`src/rtl/pio_seq_pkg.sv`:
```
package pio_seq_pkg;
  typedef enum logic [1:0] {ST_IDLE, ST_MEDIA, ST_XFER} seq_state_e;
  localparam logic [7:0] OP_RD  = 8'h20;
  localparam logic [7:0] OP_WR  = 8'h30;
  localparam logic [7:0] OP_RDM = 8'hC4;
  localparam logic [7:0] OP_WRM = 8'hC5;
endpackage

```
`src/rtl/pio_blk_ctr.sv`:
```
module pio_blk_ctr #(
  parameter int WORDS = 256,
  parameter int CW    = 9
) (
  input  logic          clk,
  input  logic          rst_n,
  input  logic          clr,
  input  logic          acc,
  input  logic [CW-1:0] blk_len,
  output logic          blk_done
);
  localparam int WW = (WORDS > 1) ? $clog2(WORDS) : 1;

  logic [WW-1:0] widx;
  logic [CW-1:0] sidx;
  logic          last_w, last_s;

  assign last_w   = (widx == WW'(WORDS - 1));
  assign last_s   = (sidx == blk_len - CW'(1));
  assign blk_done = acc && last_w && last_s;

  always_ff @(posedge clk) begin
    if (!rst_n || clr) begin
      widx <= '0;
      sidx <= '0;
    end else if (acc) begin
      if (last_w) begin
        widx <= '0;
        sidx <= last_s ? '0 : sidx + CW'(1);
      end else begin
        widx <= widx + WW'(1);
      end
    end
  end
endmodule

```
`src/rtl/pio_irq_latch.sv`:
```
module pio_irq_latch (
  input  logic clk,
  input  logic rst_n,
  input  logic set,
  input  logic clr,
  output logic q
);
  always_ff @(posedge clk) begin
    if (!rst_n)   q <= 1'b0;
    else if (set) q <= 1'b1;
    else if (clr) q <= 1'b0;
  end
endmodule

```
`src/rtl/pio_xfer_seq.sv`:
```
module pio_xfer_seq #(
  parameter int SC_W  = 8,
  parameter int WORDS = 256
) (
  input  logic            clk,
  input  logic            rst_n,
  input  logic            cmd_valid,
  input  logic [7:0]      cmd_code,
  input  logic [SC_W-1:0] sect_cnt_in,
  input  logic [SC_W-1:0] mult_size,
  input  logic            dat_valid,
  input  logic            media_rdy,
  input  logic            err_unc,
  input  logic            err_wr,
  input  logic            status_rd,
  output logic            bsy,
  output logic            drq,
  output logic            irq_pend,
  output logic            err,
  output logic            abrt,
  output logic [SC_W:0]   sect_left
);
  import pio_seq_pkg::*;
  localparam int CW = SC_W + 1;
  localparam logic [CW-1:0] FULL = CW'(1) << SC_W;

  seq_state_e      state;
  logic            dir_wr, multi, stop;
  logic [SC_W-1:0] ms_q;
  logic [CW-1:0]   blk_len, cmd_cnt, remain;
  logic            known, is_multi, is_write, rejected;
  logic            word_acc, blk_done, irq_set;

  function automatic logic [CW-1:0] blen(input logic [CW-1:0] left,
                                         input logic mul,
                                         input logic [SC_W-1:0] ms);
    if (!mul)                  return CW'(1);
    else if (left < {1'b0, ms}) return left;
    else                        return {1'b0, ms};
  endfunction

  always_comb begin
    known    = (cmd_code == OP_RD) || (cmd_code == OP_WR) ||
               (cmd_code == OP_RDM) || (cmd_code == OP_WRM);
    is_multi = (cmd_code == OP_RDM) || (cmd_code == OP_WRM);
    is_write = (cmd_code == OP_WR) || (cmd_code == OP_WRM);
    rejected = !known || (is_multi && (mult_size == '0));
    cmd_cnt  = (sect_cnt_in == '0) ? FULL : {1'b0, sect_cnt_in};
    remain   = sect_left - blk_len;
  end

  assign bsy      = (state == ST_MEDIA);
  assign drq      = (state == ST_XFER);
  assign word_acc = dat_valid && drq && !cmd_valid;
  assign irq_set  = cmd_valid ? rejected : (bsy && media_rdy);

  pio_blk_ctr #(.WORDS(WORDS), .CW(CW)) u_ctr (
    .clk(clk), .rst_n(rst_n), .clr(cmd_valid), .acc(word_acc),
    .blk_len(blk_len), .blk_done(blk_done)
  );

  pio_irq_latch u_irq (
    .clk(clk), .rst_n(rst_n), .set(irq_set),
    .clr(status_rd || cmd_valid), .q(irq_pend)
  );

  always_ff @(posedge clk) begin
    if (!rst_n) begin
      state     <= ST_IDLE;
      dir_wr    <= 1'b0;
      multi     <= 1'b0;
      stop      <= 1'b0;
      ms_q      <= '0;
      blk_len   <= CW'(1);
      sect_left <= '0;
      err       <= 1'b0;
      abrt      <= 1'b0;
    end else if (cmd_valid) begin
      stop      <= 1'b0;
      sect_left <= cmd_cnt;
      dir_wr    <= is_write;
      multi     <= is_multi;
      ms_q      <= mult_size;
      err       <= rejected;
      abrt      <= rejected;
      blk_len   <= blen(cmd_cnt, is_multi, mult_size);
      if (rejected)      state <= ST_IDLE;
      else if (is_write) state <= ST_XFER;
      else               state <= ST_MEDIA;
    end else begin
      case (state)
        ST_MEDIA: if (media_rdy) begin
          if (!dir_wr) begin
            blk_len <= blen(sect_left, multi, ms_q);
            state   <= ST_XFER;
            if (err_unc) begin
              err  <= 1'b1;
              stop <= 1'b1;
            end
          end else if (err_wr) begin
            err   <= 1'b1;
            state <= ST_IDLE;
          end else begin
            sect_left <= remain;
            if (remain == '0) state <= ST_IDLE;
            else begin
              blk_len <= blen(remain, multi, ms_q);
              state   <= ST_XFER;
            end
          end
        end
        ST_XFER: if (blk_done) begin
          if (!dir_wr) begin
            sect_left <= remain;
            state     <= ((remain == '0) || stop) ? ST_IDLE : ST_MEDIA;
          end else begin
            state <= ST_MEDIA;
          end
        end
        default: state <= ST_IDLE;
      endcase
    end
  end
endmodule

```
`config.mk`:
```
export PLATFORM = sky130hd
export DESIGN_NAME = pio_xfer_seq
export DESIGN_NICKNAME = d
export VERILOG_FILES = /design/src/rtl/pio_seq_pkg.sv /design/src/rtl/pio_blk_ctr.sv /design/src/rtl/pio_irq_latch.sv /design/src/rtl/pio_xfer_seq.sv
export SDC_FILE = /design/constraint.sdc
export NUM_CORES = 1
export LEC_CHECK = 0
export ABC_AREA = 1
export BUFFER_PORTS_ARGS = -buffer_cell sky130_fd_sc_hd__buf_2
export CAP_MARGIN = 20
export CORE_UTILIZATION = 55
export DETAILED_ROUTE_END_ITERATION = 8
export MAX_ROUTING_LAYER = met4
export PLACE_DENSITY = 0.78
export RECOVER_POWER = 100
export SLEW_MARGIN = 25
export SYNTH_ARGS = -nofsm -noshare
export SYNTH_HDL_FRONTEND = slang
export SYNTH_HIERARCHICAL = 1
export SYNTH_SLANG_ARGS = --single-unit
```
`constraint.sdc`:
```
create_clock -name clk -period 2.65 [get_ports clk]
set_input_delay 0.1325 -clock clk [delete_from_list [all_inputs] [get_ports clk]]
set_output_delay 0.1325 -clock clk [all_outputs]
set_load 0.005 [all_outputs]
```
==> metrics.csv, run 1 <==
stage;metric;value;unit
outcome;run status;finished with violations;
outcome;failing checks;negative setup slack;
floorplanning;DIE WIDTH;92.56;um
placed_design;Post-Place Worst Slack;-164.9;ps
critical_path;CP arrival;3020;ps
global_route;initial antenna violation count;0;
worst_hold_path;Hold Path Class;input port to flop;
drt;Detail Route Antenna Nets;0;
critical_path;crit path max fanout;8;
synth;Post-Synthesis Cells;728;
critical_path;R2R Path End;blk_len[6]$_SDFFE_PN0P_;
clocking;Clock transition at path regs;100;ps
synth;Post-synth EDFFs;0;
sta;Setup-failing EPs final;8;
floorplanning;height of the die;92.56;um
clocking;root buf cell;clkbuf_8;
floorplanning;FP Rows;32;
synth;sequential share of the synthesized area;0.2264;
sta;worst setup margin;-152.5;ps
sta;final hold vios;0;
sta;Rel. slew slack;0.6589;
drt;WL/cell;14.81;um
power_and_ir_drop;Power Density;448.4;nW/um^2
finish;Finished Cell Area;5649;um^2
drt;initial DRC count;406;
critical_path;Reg2Reg Depth;24;
power_and_ir_drop;Max rail drop VDD;0.2719;mV
sta;Min Clock Period, post-route;2803;ps
global_route;met3 GRT Util;0.03284;
drt;First-pass DRT Iterations;9;
drt;drt drc;0;
run;MaxCap Viol Count;0;
synth;area leader, netlist;dfxtp_1;
critical_path;Crit path largest cell delay;380;ps
critical_path;crit path cell chain;inv_2, ha_4, inv_2, fa_2, nand2_2, nand2_2, nand3_2, nand2_2, inv_2, ha_4, nand2_2, inv_2, nand4_1, nand3_1, nand2_1, nand2_2, nand2_4, nand2_8, nand2_1, nand3_1, nand2_1, nand2_1, nor2_2, nor2_2;
finish;area grow syn2layout;25.24;%
sta;Peak Freq;356.8;MHz
sta;worst slew pin tran;509.8;ps
floorplanning;core area;7848;um^2
worst_hold_path;worst hold path stage count;3;
floorplanning;die area;8567;um^2
clocking;CTS tree;built;
global_route;GR Util met1;0.4029;
critical_path;critical path data required time;2870;ps
clocking;Hold Buf Count CTS;0;
sta;setup_tns;-556.1;ps
global_route;Total GRT Usage;0.3163;
sta;Tcrit/Tclk final;1.058;
floorplanning;Starting Density;0.5748;
critical_path;Most common cell on crit path;nand2_2;
synth;synthesized area;4511;um^2
finish;layout cells sized above 1;0.2817;
synth;most common cell in the netlist;nand2_1;
clocking;Num Clock Sinks;51;
sta;RSZ-0062 raised after global routing;true;
global_route;gr busiest metal;met2;
global_route;met2 usage;0.5315;
synth;Yosys reg bits;51;
worst_hold_path;hold_sp;mult_size[3];
placed_design;I/O Buffers;45;
clocking;clock tree buffer depth;2;
critical_path;flop2flop setup slack;-150;ps
power_and_ir_drop;leakage power;2.735;nW
global_route;largest net degree at the start of global routing;36;
synth;top cell type's share of synthesized area;0.2264;
finish;nets;887;
sta;Final Max Slew Viols;0;
synth;largest cells by area after synthesis;dfxtp_1, nand2_1, ha_1;
clocking;CTS Buf Count;5;
critical_path;Setup CP Type;flop to flop;
synth;syn nets;795;
synth;top cells by count, synth;nand2_1, inv_1, nand3_1;
synth;FFs w/ async S/R, synth;0;
drt;final WL;13660;um
placed_design;DP Wirelength;9772;um
clocking;H-tree lvl count;2;
critical_path;Crit-path slowest cell;fa_2;
global_route;number of global-route vias before repair;4661;
global_route;global-route wire length before repair;21290;um
global_route;gr ovfl total;0;
worst_hold_path;hold endpoint;ms_q[3]$_SDFFE_PN0P_;
critical_path;Critical Path Sink Type;flop;
drt;Vias/cell;5.653;
critical_path;Worst R2R Start;sect_left[0]$_SDFFE_PN0P_;
critical_path;Startpoint Class;flop;
synth;Synth Warn #;6;
synth;Post-synth top flop;dfxtp_1;
drt;via count;5212;
finish;antenna cells;0;
sta;hold slack final;109.9;ps
placed_design;Area after DPL;5040;um^2
placed_design;Final Wtd Congestion;0.9921;
synth;syn avg cell area;6.196;um^2
floorplanning;I/O Pins;46;
sta;setup skew after layout;7.859;ps
clocking;Clock Latency Late Sink;310;ps
synth;synth unique cells;42;
worst max path at each step:
stage | from | to | cells after the start
6_report | sect_left[0]$_SDFFE_PN0P_ | blk_len[6]$_SDFFE_PN0P_ | 24
3_5_place_dp | blk_len[0]$_SDFFE_PN1P_ | blk_len[5]$_SDFFE_PN0P_ | 20
2_1_floorplan | blk_len[0]$_SDFFE_PN1P_ | blk_len[1]$_SDFFE_PN0P_ | 23
5_1_grt | blk_len[1]$_SDFFE_PN0P_ | blk_len[6]$_SDFFE_PN0P_ | 23
3_3_place_gp | blk_len[0]$_SDFFE_PN1P_ | blk_len[4]$_SDFFE_PN0P_ | 20
4_1_cts | blk_len[0]$_SDFFE_PN1P_ | sect_left[1]$_SDFFE_PN0P_ | 18
routing by layer:
| layer | wire, um | share of wire |
|---|---|---|
| met4 | 484 | 0.035 |
| met2 | 6530 | 0.48 |
| met5 | 0 | 0 |
| met1 | 5580 | 0.41 |
| met3 | 1061 | 0.078 |
critical path: cells and delay by family (launching register included):
kind	cells	cell delay, ps
DFF	1	340
buffers and inverters	4	230
adders and majority gates	3	710
and+or+nand+nor	17	1440
repair_timing:
action,4_1_cts,5_1_grt
setup buffers,6,13
gates resized for setup,28,60
cloned,1,2
endpoints found under the setup margin,17,18
pin swaps,14,22
endpoints found under the hold margin,0,0
logic make-up after synthesis:
| family | synth area share |
|---|---|
| simple gates | 0.4155 |
| buf+inv | 0.1257 |
| compound gates | 0.1126 |
| flops | 0.2264 |
| fa+ha+maj | 0.09875 |
| xor+xnor | 0.02108 |
layout make-up:
cell class / instances / area [um^2]
Tap cell: 102 / 127.6
Clock inverter: 1 / 8.758
Clock buffer: 6 / 82.58
Fill cell: 634 / 2198
Sequential cell: 51 / 1030
Inverter: 125 / 473.0
Timing Repair Buffer: 101 / 659.4
Multi-Input combinational cell: 536 / 3268
report_power, final:
group	leakage, nW	internal [mW]	switching (mW)
sequential	0.419	0.797	0.0401
combinational	2.27	0.494	0.707
clock	0.0477	0.211	0.283
total	2.73	1.50	1.03
layout by cell type, fill, tap and decap left out, types with 4 or more instances in the layout:
cell and n:
buf_2 44, o21ai_1 11, nand2_8 4, xnor2_1 4, nor2_4 8, nor2_2 20, xor2_1 5, nor2_1 46
a21oi_2 13, buf_4 52, nand4_1 16, clkinv_1 5, dfxtp_1 46, nand2_2 20, a31oi_1 5, nand3_2 15
a21oi_1 37, inv_1 104, nor4_1 5, nand2_1 181, inv_2 14, ha_4 8, nand3_1 61, ha_1 25
buf_6 4, dfxtp_2 4, nor3_1 6, nand2_4 4, clkbuf_8 6, o21ai_0 20
state kept, by name, indices dropped and copies added, names as in the netlist, 2 cells and up:
| name | flops |
|---|---|
| blk_len | 9 |
| sect_left | 9 |
| u_ctr/sidx | 9 |
| ms_q | 8 |
| u_ctr/widx | 8 |
| state | 2 |
metrics by stage:
| step | total power [mW] | instances | utilization |
|---|---|---|---|
| floorplan | 1.456 | 728 | - |
| global placement | 1.713 | 893 | 0.6422 |
| detailed placement | 1.745 | 893 | 0.6422 |
| CTS | 2.326 | 907 | 0.6760 |
| global route | 2.668 | 922 | 0.7199 |
| finish | 2.533 | 922 | 0.7199 |
No activity file was read; power rests on OpenSTA's default activity.
==> inputs of run 2 (changes only) <==
--- a/config.mk
+++ b/config.mk
@@ -8,11 +8,9 @@
 export ABC_AREA = 1
 export BUFFER_PORTS_ARGS = -buffer_cell sky130_fd_sc_hd__buf_2
 export CAP_MARGIN = 20
-export CORE_UTILIZATION = 55
+export CORE_UTILIZATION = 43
 export DETAILED_ROUTE_END_ITERATION = 8
 export MAX_ROUTING_LAYER = met4
-export PLACE_DENSITY = 0.78
-export RECOVER_POWER = 100
 export SLEW_MARGIN = 25
 export SYNTH_ARGS = -nofsm -noshare
 export SYNTH_HDL_FRONTEND = slang
==> run 2 against run 1 <==
Effect of this change: the flow still finishes with violations (negative setup slack); sequential share of layout area is 0.27 points higher; global-route usage decreased by 6.8 points; setup slack gained 140 ps; sequential cell count is the same; cell area fell by 1.2%; critical path type unchanged; total power down 3.1%; largest power group unchanged; core utilization fell by 17 points; register-to-register slack improved by 140 ps; non-clock buffer count shrank 1; count of clock-buffer cells in the layout did not move.
==> metrics.csv, run 2 (synthesis results as in run 1) <==
stage;metric;value;unit;change
outcome;run status;finished with violations;;
outcome;failing checks;negative setup slack;;
worst_hold_path;hold_sp;mult_size[3];;
finish;nets;885;;-0.23%
drt;Detail Route Antenna Nets;0;;unchanged
critical_path;Worst R2R Start;sect_left[0]$_SDFFE_PN0P_;;
finish;commonest non-fill, non-tap cell in the layout;nand2_1;;
sta;worst setup margin;-14.90;ps;+137.6 ps
clocking;Hold Buf Count CTS;0;;unchanged
floorplanning;Starting Density;0.4409;;-0.1339
finish;area occupied by registers;1032;um^2;+0.24%
power_and_ir_drop;Power Density;439.6;nW/um^2;-1.9%
critical_path;critical path data required time;2870;ps;about the same
drt;Vias/cell;5.069;;-10%
global_route;met3 GRT Util;0.02632;;-0.006525
run;MaxCap Viol Count;0;;unchanged
critical_path;CP arrival;2890;ps;-130 ps
critical_path;crit path cell chain;inv_2, ha_4, inv_4, fa_2, nand2_2, nand2_4, nand3_2, nand2_2, inv_2, ha_4, nand2_2, inv_2, nand4_1, nand3_1, nand2_1, nand2_2, nand2_4, nand2_8, nand2_1, nand3_1, nand2_1, nand2_1, nor2_2, nor2_2;;
clocking;Clock transition at path regs;100;ps;about the same
global_route;gr ovfl total;0;;unchanged
global_route;Total GRT Usage;0.2488;;-0.06750
sta;Min Clock Period, post-route;2665;ps;-137.6 ps
sta;Setup-failing EPs final;3;;-5
global_route;GR Util met1;0.3259;;-0.07704
power_and_ir_drop;leakage power;2.719;nW;-0.58%
finish;area grow syn2layout;23.72;%;
sta;Rel. slew slack;0.6953;;+0.03649
drt;final WL;13030;um;-4.6%
sta;Peak Freq;375.2;MHz;+5.2%
global_route;met2 usage;0.4078;;-0.1237
critical_path;crit path max fanout;8;;unchanged
drt;drt drc;0;;unchanged
critical_path;Crit-path slowest cell;fa_2;;
floorplanning;FP Rows;37;;+16%
sta;Tcrit/Tclk final;1.006;;-0.05193
finish;Finished Cell Area;5580;um^2;-1.2%
clocking;CTS tree;built;;
critical_path;Startpoint Class;flop;;
floorplanning;core area;10230;um^2;+30%
global_route;global-route wire length before repair;21400;um;+0.52%
power_and_ir_drop;Design Power;2.453;mW;-3.1%
sta;final hold vios;0;;unchanged
global_route;gr busiest metal;met2;;
drt;WL/cell;13.64;um;-7.9%
finish;Largest regs;blk_len: 9 flops, sect_left: 9 flops, u_ctr/sidx: 9 flops;;
finish;layout cells sized above 1;0.2686;;-0.01309
drt;First-pass DRT Iterations;5;;-4
sta;RSZ-0062 raised after global routing;true;;
clocking;CTS Buf Count;5;;unchanged
finish;Non-Filler Instances;955;;+3.6%
sta;Final Max Slew Viols;0;;unchanged
floorplanning;height of the die;104.4;um;+13%
placed_design;placed cells;934;;+4.6%
finish;area of the multi-input gates;3158;um^2;-3.4%
clocking;root buf cell;clkbuf_8;;
critical_path;R2R Path End;blk_len[4]$_SDFFE_PN0P_;;
power_and_ir_drop;Max rail drop VDD;0.2410;mV;-11%
clocking;Num Clock Sinks;51;;unchanged
sta;worst slew pin tran;456.4;ps;-53.47 ps
drt;via count;4841;;-7.1%
global_route;largest net degree at the start of global routing;36;;unchanged
critical_path;flop2flop setup slack;-10;ps;+140 ps
drt;initial DRC count;284;;-30%
worst_hold_path;worst hold path stage count;3;;unchanged
critical_path;Critical Path Sink Type;flop;;
critical_path;Setup CP Type;flop to flop;;
worst_hold_path;hold endpoint;ms_q[3]$_SDFFE_PN0P_;;
floorplanning;DIE WIDTH;104.4;um;+13%
placed_design;Area after DPL;5135;um^2;+1.9%
clocking;H-tree lvl count;2;;unchanged
global_route;initial antenna violation count;0;;unchanged
clocking;clock tree buffer depth;2;;unchanged
clocking;Clock Latency Late Sink;320;ps;about the same
placed_design;Post-Place Worst Slack;-254.7;ps;-89.81 ps
floorplanning;die area;10900;um^2;+27%
placed_design;DP Wirelength;10210;um;+4.5%
placed_design;I/O Buffers;45;;unchanged
finish;most frequent cells in the layout;nand2_1, inv_1, nand3_1, buf_4, nor2_1;;
finish;antenna cells;0;;unchanged
floorplanning;I/O Pins;46;;unchanged
finish;# fillers;1033;;+63%
placed_design;Final Wtd Congestion;0.9394;;-5.3%
worst_hold_path;Hold Path Class;input port to flop;;
sta;setup skew after layout;7.419;ps;-0.4407 ps
global_route;number of global-route vias before repair;4457;;-4.4%
sta;hold slack final;113.7;ps;+3.832 ps
critical_path;Reg2Reg Depth;24;;unchanged
critical_path;Crit path largest cell delay;380;ps;about the same
==> run 2: cell types whose count changed in the layout (fill, tap and decap cells not counted), sizes merged <==
cell / previous run / this run
clkinv: 6 / 7
inv: 120 / 119
clkbuf: 7 / 6
clkinvlp: 0 / 1
nand2: 209 / 208
==> run 2: area by class of cell <==
cell class | instances | area share
multi-input combinational | 535 | 0.5659
sequential | 51 | 0.1850
timing repair buffer | 100 | 0.1157
inverter | 125 | 0.08520
tap | 136 | 0.03049
clock buffer | 6 | 0.01480
clock inverter | 2 | 0.002915
==> run 2: worst max path at each step <==
stage / from / end / slack [ps] / depth (start not counted)
after global routing: sect_left[0]$_SDFFE_PN0P_ / blk_len[4]$_SDFFE_PN0P_ / -140 / 24
after global placement: blk_len[0]$_SDFFE_PN1P_ / blk_len[4]$_SDFFE_PN0P_ / -140 / 23
after detailed placement: blk_len[0]$_SDFFE_PN1P_ / blk_len[4]$_SDFFE_PN0P_ / -250 / 22
final: sect_left[0]$_SDFFE_PN0P_ / blk_len[4]$_SDFFE_PN0P_ / -10 / 24
after CTS: blk_len[0]$_SDFFE_PN1P_ / sect_left[5]$_SDFFE_PN0P_ / -40 / 14
after floorplan: blk_len[0]$_SDFFE_PN1P_ / blk_len[1]$_SDFFE_PN0P_ / 20 / 23
==> run 2: where the power goes <==
| part | switching, mW | internal (mW) | total (mW) |
|---|---|---|---|
| Sequential | 0.0371 | 0.798 | 0.835 |
| Clock | 0.295 | 0.214 | 0.510 |
| Combinational | 0.641 | 0.467 | 1.11 |
==> run 2: metrics by stage <==
stage,setup TNS [ps],util
2_1_floorplan,0,-
3_3_place_gp,-1287,0.5019
3_5_place_dp,-2128,0.5019
4_1_cts,-113.6,0.5265
5_1_grt,-1836,0.5454
6_report,-24.08,0.5454
==> run 2: per-layer routing <==
metal / wire [um] / share of wire
met1: 6227 / 0.48
met5: 0 / 0
met3: 517 / 0.040
met2: 6165 / 0.47
met4: 120 / 0.0092
==> run 2: worst max-delay path: cells and delay by family, from the launching register on <==
family,cells,cell delay (ps)
adder cells (fa/ha/maj),3,720
buffers and inverters,4,230
flip-flops,1,340
AND/OR/NAND/NOR,17,1300
==> run 2: repair_timing <==
| item | 4_1_cts | 5_1_grt |
|---|---|---|
| resized for setup | 23 | 45 |
| endpoints found under the setup margin | 17 | 18 |
| buffers inserted | 8 | 3 |
| hold endpoints to repair | 0 | 0 |
| pin swaps | 13 | 29 |
| gates cloned | 1 | 1 |
